[config.mk]
export PLATFORM = sky130hd
export DESIGN_NAME = sca_seq_ctrl
export DESIGN_NICKNAME = d
export VERILOG_FILES = /design/src/rtl/sca_ctrl_pkg.sv /design/src/rtl/sca_wr_ring.sv /design/src/rtl/sca_hit_bank.sv /design/src/rtl/sca_chan_pick.sv /design/src/rtl/sca_seq_ctrl.sv
export SDC_FILE = /design/constraint.sdc
export NUM_CORES = 1
export LEC_CHECK = 0
export ABC_AREA = 1
export ABC_CLOCK_PERIOD_IN_PS = 3200
export CAP_MARGIN = 5
export CORE_MARGIN = 1.5
export CORE_UTILIZATION = 30
export DETAILED_ROUTE_END_ITERATION = 10
export DONT_BUFFER_PORTS = 1
export MAX_ROUTING_LAYER = met4
export SLEW_MARGIN = 20
export SYNTH_ARGS = -nofsm -noshare
export SYNTH_HDL_FRONTEND = slang
export SYNTH_SLANG_ARGS = --single-unit
[constraint.sdc]
create_clock -name clk -period 3.2 [get_ports clk]
set_input_delay 0.48 -clock clk [delete_from_list [all_inputs] [get_ports clk]]
set_output_delay 0.48 -clock clk [all_outputs]
set_load 0.1 [all_outputs]
[src/rtl/sca_ctrl_pkg.sv]
package sca_ctrl_pkg;

    typedef enum logic [2:0] {
        ST_WRITE = 3'd0,
        ST_PICK  = 3'd1,
        ST_READ  = 3'd2,
        ST_DONE  = 3'd3,
        ST_HOLD  = 3'd4
    } phase_e;

    typedef enum logic [1:0] {
        CM_ALL  = 2'b00,
        CM_HIT  = 2'b01,
        CM_MASK = 2'b10,
        CM_ALLB = 2'b11
    } chmode_e;

endpackage

[src/rtl/sca_wr_ring.sv]
module sca_wr_ring #(
    parameter int DEPTH = 512,
    localparam int AW = $clog2(DEPTH)
) (
    input  logic          clk,
    input  logic          rst_n,
    input  logic          clr,
    input  logic          adv,
    output logic [AW-1:0] ptr
);

    localparam logic [AW-1:0] TOP = AW'(DEPTH - 1);

    always_ff @(posedge clk) begin
        if (!rst_n) begin
            ptr <= '0;
        end else if (clr) begin
            ptr <= '0;
        end else if (adv) begin
            ptr <= (ptr == TOP) ? '0 : ptr + 1'b1;
        end
    end


    ring_wrap_chk: assert property (@(posedge clk) disable iff (!rst_n)
        (adv && !clr && ptr == TOP) |=> (ptr == '0));


    ring_hold_chk: assert property (@(posedge clk) disable iff (!rst_n)
        (!adv && !clr) |=> $stable(ptr));

endmodule

[src/rtl/sca_hit_bank.sv]
module sca_hit_bank #(
    parameter int NCH = 64
) (
    input  logic           clk,
    input  logic           rst_n,
    input  logic           clr,
    input  logic           cap,
    input  logic [NCH-1:0] hit_in,
    output logic [NCH-1:0] hit_q
);

    for (genvar g = 0; g < NCH; g++) begin : g_hit
        always_ff @(posedge clk) begin
            if (!rst_n) begin
                hit_q[g] <= 1'b0;
            end else if (clr) begin
                hit_q[g] <= 1'b0;
            end else if (cap && hit_in[g]) begin
                hit_q[g] <= 1'b1;
            end
        end
    end


    hit_frozen_chk: assert property (@(posedge clk) disable iff (!rst_n)
        (!cap && !clr) |=> $stable(hit_q));


    hit_sticky_chk: assert property (@(posedge clk) disable iff (!rst_n)
        (!clr) |=> ((hit_q & $past(hit_q)) == $past(hit_q)));

endmodule

[src/rtl/sca_chan_pick.sv]
module sca_chan_pick #(
    parameter int NCH = 64,
    localparam int CW = $clog2(NCH)
) (
    input  logic           clk,
    input  logic           rst_n,
    input  logic [NCH-1:0] pend,
    output logic           any,
    output logic [CW-1:0]  idx
);

    always_comb begin
        idx = '0;
        for (int i = NCH - 1; i >= 0; i--) begin
            if (pend[i]) idx = CW'(i);
        end
        any = |pend;
    end


    pick_valid_chk: assert property (@(posedge clk) disable iff (!rst_n)
        any |-> pend[idx]);


    pick_lowest_chk: assert property (@(posedge clk) disable iff (!rst_n)
        any |-> ((pend & ((NCH'(1) << idx) - NCH'(1))) == '0));

endmodule

[src/rtl/sca_seq_ctrl.sv]
module sca_seq_ctrl
    import sca_ctrl_pkg::*;
#(
    parameter int NCH   = 64,
    parameter int DEPTH = 512,
    localparam int CW = $clog2(NCH),
    localparam int AW = $clog2(DEPTH)
) (
    input  logic           clk,
    input  logic           rst_n,
    input  logic           samp_tick,
    input  logic           trig_in,
    input  logic [NCH-1:0] hit_in,
    input  logic [1:0]     mode_sel,
    input  logic [NCH-1:0] chan_mask,
    input  logic [AW:0]    cell_cnt,
    input  logic           rearm,
    output logic           writing,
    output logic [AW-1:0]  wr_ptr,
    output logic           busy,
    output logic           rd_valid,
    output logic [CW-1:0]  rd_chan,
    output logic [AW-1:0]  rd_cell,
    output logic           rd_done
);

    localparam logic [AW:0]   FULL = (AW + 1)'(DEPTH);
    localparam logic [AW-1:0] TOP  = AW'(DEPTH - 1);

    phase_e         state_q, state_d;
    logic [AW-1:0]  stop_q, start_q, cell_q;
    logic [AW:0]    left_q, ncell_q, ncell_in;
    logic [NCH-1:0] sel_q, pend_q, sel_in, hit_q;
    logic [CW-1:0]  chan_q, pick_idx;
    logic           pick_any, ring_adv, phase_clr, in_write;

    function automatic logic [AW-1:0] ring_next(input logic [AW-1:0] x);
        return (x == TOP) ? '0 : x + 1'b1;
    endfunction

    assign in_write  = (state_q == ST_WRITE);
    assign ring_adv  = in_write && samp_tick && !trig_in;
    assign phase_clr = (state_q == ST_HOLD) && rearm;

    sca_wr_ring #(.DEPTH(DEPTH)) ring_i (
        .clk  (clk),
        .rst_n(rst_n),
        .clr  (phase_clr),
        .adv  (ring_adv),
        .ptr  (wr_ptr)
    );

    sca_hit_bank #(.NCH(NCH)) hits_i (
        .clk   (clk),
        .rst_n (rst_n),
        .clr   (phase_clr),
        .cap   (in_write && !trig_in),
        .hit_in(hit_in),
        .hit_q (hit_q)
    );

    sca_chan_pick #(.NCH(NCH)) pick_i (
        .clk  (clk),
        .rst_n(rst_n),
        .pend (pend_q),
        .any  (pick_any),
        .idx  (pick_idx)
    );

    always_comb begin
        unique case (mode_sel)
            CM_HIT:  sel_in = hit_q;
            CM_MASK: sel_in = chan_mask;
            default: sel_in = '1;
        endcase
        if (cell_cnt == '0 || cell_cnt > FULL) ncell_in = FULL;
        else                                   ncell_in = cell_cnt;
    end

    always_comb begin
        state_d = state_q;
        unique case (state_q)
            ST_WRITE: if (trig_in) state_d = ST_PICK;
            ST_PICK:  state_d = pick_any ? ST_READ : ST_DONE;
            ST_READ:  if (left_q == (AW + 1)'(1)) state_d = ST_PICK;
            ST_DONE:  state_d = ST_HOLD;
            ST_HOLD:  if (rearm) state_d = ST_WRITE;
            default:  state_d = ST_WRITE;
        endcase
    end

    always_ff @(posedge clk) begin
        if (!rst_n) state_q <= ST_WRITE;
        else        state_q <= state_d;
    end

    always_ff @(posedge clk) begin
        if (!rst_n) begin
            stop_q  <= '0;
            start_q <= '0;
            sel_q   <= '0;
            pend_q  <= '0;
            ncell_q <= '0;
            chan_q  <= '0;
            cell_q  <= '0;
            left_q  <= '0;
        end else begin
            unique case (state_q)
                ST_WRITE: begin
                    if (trig_in) begin
                        stop_q  <= wr_ptr;
                        start_q <= ring_next(wr_ptr);
                        sel_q   <= sel_in;
                        pend_q  <= sel_in;
                        ncell_q <= ncell_in;
                    end
                end
                ST_PICK: begin
                    if (pick_any) begin
                        chan_q           <= pick_idx;
                        pend_q[pick_idx] <= 1'b0;
                        cell_q           <= start_q;
                        left_q           <= ncell_q;
                    end
                end
                ST_READ: begin
                    cell_q <= ring_next(cell_q);
                    left_q <= left_q - 1'b1;
                end
                ST_HOLD: begin
                    if (rearm) begin
                        sel_q  <= '0;
                        pend_q <= '0;
                    end
                end
                default: ;
            endcase
        end
    end

    always_comb begin
        writing  = in_write;
        busy     = (state_q == ST_PICK) || (state_q == ST_READ) || (state_q == ST_DONE);
        rd_valid = (state_q == ST_READ);
        rd_chan  = chan_q;
        rd_cell  = cell_q;
        rd_done  = (state_q == ST_DONE);
    end


    wr_frozen_chk: assert property (@(posedge clk) disable iff (!rst_n)
        busy |=> $stable(wr_ptr));


    trig_busy_chk: assert property (@(posedge clk) disable iff (!rst_n)
        (writing && trig_in) |=> (busy && !writing));


    first_cell_chk: assert property (@(posedge clk) disable iff (!rst_n)
        (rd_valid && !$past(rd_valid)) |-> (rd_cell == ring_next(stop_q)));


    cell_step_chk: assert property (@(posedge clk) disable iff (!rst_n)
        (rd_valid && $past(rd_valid)) |-> (rd_cell == ring_next($past(rd_cell))));


    sel_member_chk: assert property (@(posedge clk) disable iff (!rst_n)
        rd_valid |-> sel_q[rd_chan]);


    done_pulse_chk: assert property (@(posedge clk) disable iff (!rst_n)
        rd_done |=> (!rd_done && !busy));


    hold_idle_chk: assert property (@(posedge clk) disable iff (!rst_n)
        (!busy && !writing && !rearm) |=> (!busy && $stable(wr_ptr)));

endmodule

=== Word level (Yosys, flattened, before mapping) ===
Cells that the tools add are included.
Widths: inputs -> output; s select.

* Reductions and logical operators: 84
* Bitwise gates (word level): 3
* $add $sub $neg: 3
* Eq/ne operators: 13
* Magnitude comparators: 3
* Mux-type cells: 83

{| class="wikitable"
|+ Operators with widths
! operator !! number
|-
| $mux 6 || 64
|-
| $mux 64 || 3
|-
| $pmux 64 s3 || 1
|-
| $pmux 64 s2 || 1
|-
| $logic_and 1x1->1 || 69
|-
| $and 64x64->64 || 1
|-
| $not 64->64 || 1
|-
| $reduce_or 64->1 || 1
|-
| $mux 9 || 3
|-
| $mux 10 || 2
|-
| $pmux 10 s2 || 1
|-
| $add 9x1->9 const B || 2
|-
| $eq 9x9->1 const B || 2
|-
| $pmux 9 s2 || 1
|-
| $pmux 3 s5 || 1
|-
| $eq 10x1->1 const B || 1
|-
| $gt 10x10->1 const B || 1
|-
| $logic_not 10->1 || 1
|-
| $sub 10x1->10 const B || 1
|-
| $mux 3 || 3
|-
| $lt 6x7->1 const B || 1
|-
| $demux 1 s6 || 1
|-
| $eq 3x2->1 const B || 2
|-
| $ge 6x1->1 const B || 1
|-
| other kinds (17) || 24
|}

* Register bits after elaboration: 184
* Output and inout bits: 28
* Input port bits: 145

=== Depth between registers and ports, before layout ===
* Depth after elaboration: 72
* Gate-level depth with buffers: 68

=== Cells and area by module ===
Synthesis repeated with hierarchy kept, for this count alone.

* Cells, all modules: 1712
* Area total of the unflattened synthesis: 10482.6 µm²

{| class="wikitable"
|+ By module, submodules not included
! module !! area an instance (µm²) !! instances !! cells an instance !! seq. area each (µm²)
|-
| sca_seq_ctrl || 6716.4 || 1 || 1142 || 2222.1
|-
| sca_hit_bank || 2262.2 || 1 || 271 || 1281.2
|-
| sca_chan_pick || 1024.7 || 1 || 235 || 0.0
|-
| sca_wr_ring || 479.2 || 1 || 64 || 180.2
|}

=== Least setup slack after synthesis ===
No wires, ideal clock.

* Kind: reg2reg
* From: register state_q[2]
* To: register cell_q[5] (netlist: rd_cell[5])
* Stages on the path, launching flop included: 10
* Arrival: 3.638 ns
* Setup slack: -0.535 ns
* Library setup time: 0.097 ns
* Path through: dfxtp_1 -> nor2_1 -> inv_1 -> nor2_1 -> clkinv_1 -> nor2_1 -> inv_1 -> a21oi_1 -> o21ai_0 -> a221oi_1

* Cells in the longest elaborated chain, start to end: 3
* Elaborated cells between the ends (all ways): 6
* Classes of those cells: eq/ne (3); mux (1); reduce/logical (2)

{| class="wikitable"
|+ Ends and longest elaborated chain
! element !! RTL line !! text
|-
| from (decl) || sca_seq_ctrl.sv:30 || <nowiki>phase_e state_q, state_d;</nowiki>
|-
| from (signal assigned) || sca_seq_ctrl.sv:94 || <nowiki>else state_q <= state_d;</nowiki>
|-
| $eq 3x2->1 (*) || - ||
|-
| via rd_valid || sca_seq_ctrl.sv:21 || <nowiki>output logic rd_valid,</nowiki>
|-
| $reduce_bool 2->1 (no source line) || - ||
|-
| $reduce_and 2->1 (no source line) || - ||
|-
| to (signal assigned) || sca_seq_ctrl.sv:122 || <nowiki>cell_q <= start_q;</nowiki>
|-
| to (signal assigned) || sca_seq_ctrl.sv:127 || <nowiki>cell_q <= ring_next(cell_q);</nowiki>
|-
| to (decl) || sca_seq_ctrl.sv:31 || <nowiki>logic [AW-1:0] stop_q, start_q, cell_q;</nowiki>
|}

Mark *: on every way through the listed nets, which the timed path passes. The rest lies on a longest branch.
A chain may end at the register's enable or synchronous reset.

=== Final worst setup path ===
* From: register pend_q[62]
* To: register pend_q[60]

* Cells in the longest elaborated chain, start to end: 71
* Elaborated cells between the ends (all ways): 75
* Classes of those cells: order compare (2); eq/ne (1); mux (67); bitwise (2); reduce/logical (3)

{| class="wikitable"
|+ Ends and longest elaborated chain
! element !! RTL line !! text
|-
| from (decl) || sca_seq_ctrl.sv:33 || <nowiki>logic [NCH-1:0] sel_q, pend_q, sel_in, hit_q;</nowiki>
|-
| from (signal assigned) || sca_seq_ctrl.sv:114 || <nowiki>pend_q <= sel_in;</nowiki>
|-
| $mux 6 (63 in series) || sca_chan_pick.sv:15 || <nowiki>if (pend[i]) idx = CW'(i);</nowiki>
|-
| $lt 6x7->1 (not written as such) or $ge 6x1->1 (tied branches) || sca_seq_ctrl.sv:121 || <nowiki>pend_q[pick_idx] <= 1'b0;</nowiki>
|-
| $logic_and 1x1->1 (not written as such) || sca_seq_ctrl.sv:121 ||
|-
| $mux 1 (not written as such) || sca_seq_ctrl.sv:121 ||
|-
| $demux 1 s6 || sca_seq_ctrl.sv:121 ||
|-
| $not 64->64 (no source line) || - ||
|-
| $and 64x64->64 (no source line) || - ||
|-
| $mux 64 || sca_seq_ctrl.sv:119 || <nowiki>if (pick_any) begin</nowiki>
|-
| $pmux 64 s3 || sca_seq_ctrl.sv:108 || <nowiki>unique case (state_q)</nowiki>
|}

Parallel ways exist; a longest one is shown, timed or not. The select of a mux whose other input is x is not followed.

==> impl_metrics.tcl <==
set metrics [dict create \
    cts_tree "yes" \
    grt_pass1_vias 9477 \
    gr-total-overflow 0 \
    htreeDepth 4 \
    wl_per_cell_um 14.88 \
    tightest_slew_ns 1.071 \
    grt_use_met1_pct 21.65 \
    clk_latency_ns 0.45 \
    wirelength_um 30610 \
    route.detailed.drc 0 \
    grt_usage_pct 18.15 \
    ioPinCount 173 \
    hold_path_end "hits_i.hit_q[35]" \
    viasPerCell 4.860 \
    max_clock_freq_mhz 245.5 \
    holdCritPathClass "in2reg" \
    start_util_pct 30.67 \
    worstHoldStart "hit_in[35]" \
    fin_skew_ns 0.01497 \
    critPathBufInv 2 \
    final_cell_mix "nand2_1, a21oi_1, nor2_1" \
    setup.reg_to_reg.worst_slack_ns -0.87 \
    dr.pass1.iters 7 \
    use_met2_pct 30.55 \
    arrival_ns 4.41 \
    core_um2 32780 \
    antenna_found_initial 0 \
    yosysWarnings 0 \
    peakVddDrop_mv 0.4969 \
    r2r_start "pend_q[62]" \
    cpMostUsedCell "nand2_1" \
    diodes 0 \
    cts_hold_buf 0 \
    die_area_um2 34620 \
    status "finished, violations left" \
    top_usage_layer "met2" \
    drv_cap 0 \
    postSynthAreaPerCell_um2 6.315 \
    finalSetupViolations 64 \
    critical_path.slowest_cell "dfxtp_2" \
    clock_sinks 184 \
    p_per_area_nw_per_um2 937.9 \
    clk_pin_slew_worst_paths_ns 0.07 \
    synth_enable_flop_cells 0 \
    relSlewSlack_pct 28.48 \
    vias 9997 \
    r2r_cells 68 \
    crit_required_ns 3.54 \
    worst-path-max-fanout 17 \
    finalWorstSetupSlack_ns -0.8738 \
    min_path_cells 2 \
    slew_violations 0 \
    min_period_ns 4.074 \
    clockRootBuffer "clkbuf_16" \
    synth_fp_nets 1745 \
    ys_async_sr_fraction_pct 0 \
    cts_buffers 17 \
    dp_hpwl_um 21460 \
    p_leak_nw 4.520 \
    max_stage_delay_ns 0.34 \
    cp.depth 68 \
    area_growth_pct 17.10 \
    critPathCaptureType "register" \
    drtAntennaViolNets 0 \
    io_buffer_count 0 \
    synthCells 1592 \
    r2r_end "pend_q[60]" \
    grt_pass1_wl_um 47870 \
    die_h_um 186.1 \
    grt_max_degree 89 \
    synth_cell_types 37 \
    netlist_area_um2 10050 \
    finalPower_mw 11.04 \
    synthFlopType "dfxtp_1" \
    fin_cells 2057 \
    ctsLongestPathBuffers 2 \
    rows 66 \
    hold_violations 0 \
    violations "negative setup slack" \
    rsz0062_at_grt "true" \
    crit_type "reg2reg" \
    critPathTopFamily "simple AND/OR/NAND/NOR gates" \
    startpoint_type "register" \
    yosysSeqAreaShare_pct 36.64 \
    met3_usage_pct 4.148 \
    drt_iter0_drc 676 \
    ys_ff_latch 184 \
    place_inst 2021 \
    drive_gt1_share_pct 12.32 \
    min_period_over_period_pct 127.3 \
    final_common_cell "nand2_1" \
    die_w_um 186.1 \
    nNetsFinal 1755 \
    place_congestion 0.8637 \
]
## flip-flops by register name, summed over array words and instances, names as in the netlist
signal and flops:
hits_i.hit_q 64, left_q 10, ncell_q 10, pend_q 64, rd_cell 9, rd_chan 6
ring_i.ptr 9, start_q 9, state_q 3
## power breakdown
group	switching, mW	internal, mW	leakage [nW]	total [mW]
clock	1.01	1.34	0.311	2.34
sequential	0.480	2.85	1.52	3.33
combinational	3.62	1.75	2.69	5.37
total	5.11	5.93	4.52	11.0
## cells by family after synthesis
logic type	after synthesis	synth area share (%)
AOI/OAI and AO/OA	445	24.03
xor gates and xnor gates	7	0.6098
adders and majority gates	8	0.9957
buffers and inverters	280	10.91
DFF	184	36.64
and+or+nand+nor	668	26.81
## Yosys cell counts, drive strengths merged (7+ instances only)
master / count / area, um2
nand2: 357 / 1358
a21oi: 305 / 1635
nor2: 216 / 810.8
inv: 185 / 694.4
dfxtp: 184 / 3684
o21ai: 107 / 535.5
clkbuf: 80 / 300.3
nand3: 47 / 235.2
nand4: 34 / 212.7
buf: 13 / 95.09
a31oi: 9 / 56.30
ha: 8 / 100.1
nor3: 8 / 40.04
xor2: 7 / 61.31
## how the worst max path moves through the flow
stage,start,endpoint,slack (ns)
detailed placement,pend_q[62],pend_q[60],-0.86
global route,pend_q[62],pend_q[24],-1.61
finish,pend_q[62],pend_q[60],-0.87
floorplan,pend_q[62],pend_q[18],-0.33
global placement,pend_q[62],pend_q[60],-0.87
CTS,pend_q[62],pend_q[54],-0.88
## metrics by stage
| stage | setup slack, ns | hold slack, ns | setup TNS [ns] | utilization (%) | cell area [um2] |
|---|---|---|---|---|---|
| 4_1_cts | -0.8763 | 0.1437 | -52.89 | 35.66 | 11690 |
| 3_5_place_dp | -0.8552 | 0.4406 | -51.13 | 33.52 | 10990 |
| 2_1_floorplan | -0.3262 | 0.4297 | -17.65 | - | 10080 |
| 5_1_grt | -1.614 | 0.1559 | -98.52 | 35.91 | 11770 |
| 3_3_place_gp | -0.8746 | 0.4377 | -52.75 | 33.52 | 10990 |
| 6_report | -0.8738 | 0.1645 | -51.60 | 35.91 | 11770 |
## area by class of cell
class	instances	area, um2
Clock buffer	18	439.2
Multi-Input combinational cell	1128	5444
Inverter	187	701.9
Timing Repair Buffer	84	753.2
Clock inverter	14	195.2
Tap cell	442	553.0
Fill cell	3556	21010
Sequential cell	184	3686
## routing by layer
layer	share of wire (%)	vias up	wire, um
met5	0	-	0
met2	48	229	14810
met1	45	4557	13730
met4	1.5	0	452
li1	-	5183	-
met3	5.3	28	1614
## what timing repair did
item,CTS,global route
setup endpoints to repair,64,70
pin swaps,1,7
setup buffers,3,2
gates resized for setup,6,32
cloned,1,0
Note: power is estimated with default switching activity, not from simulation.
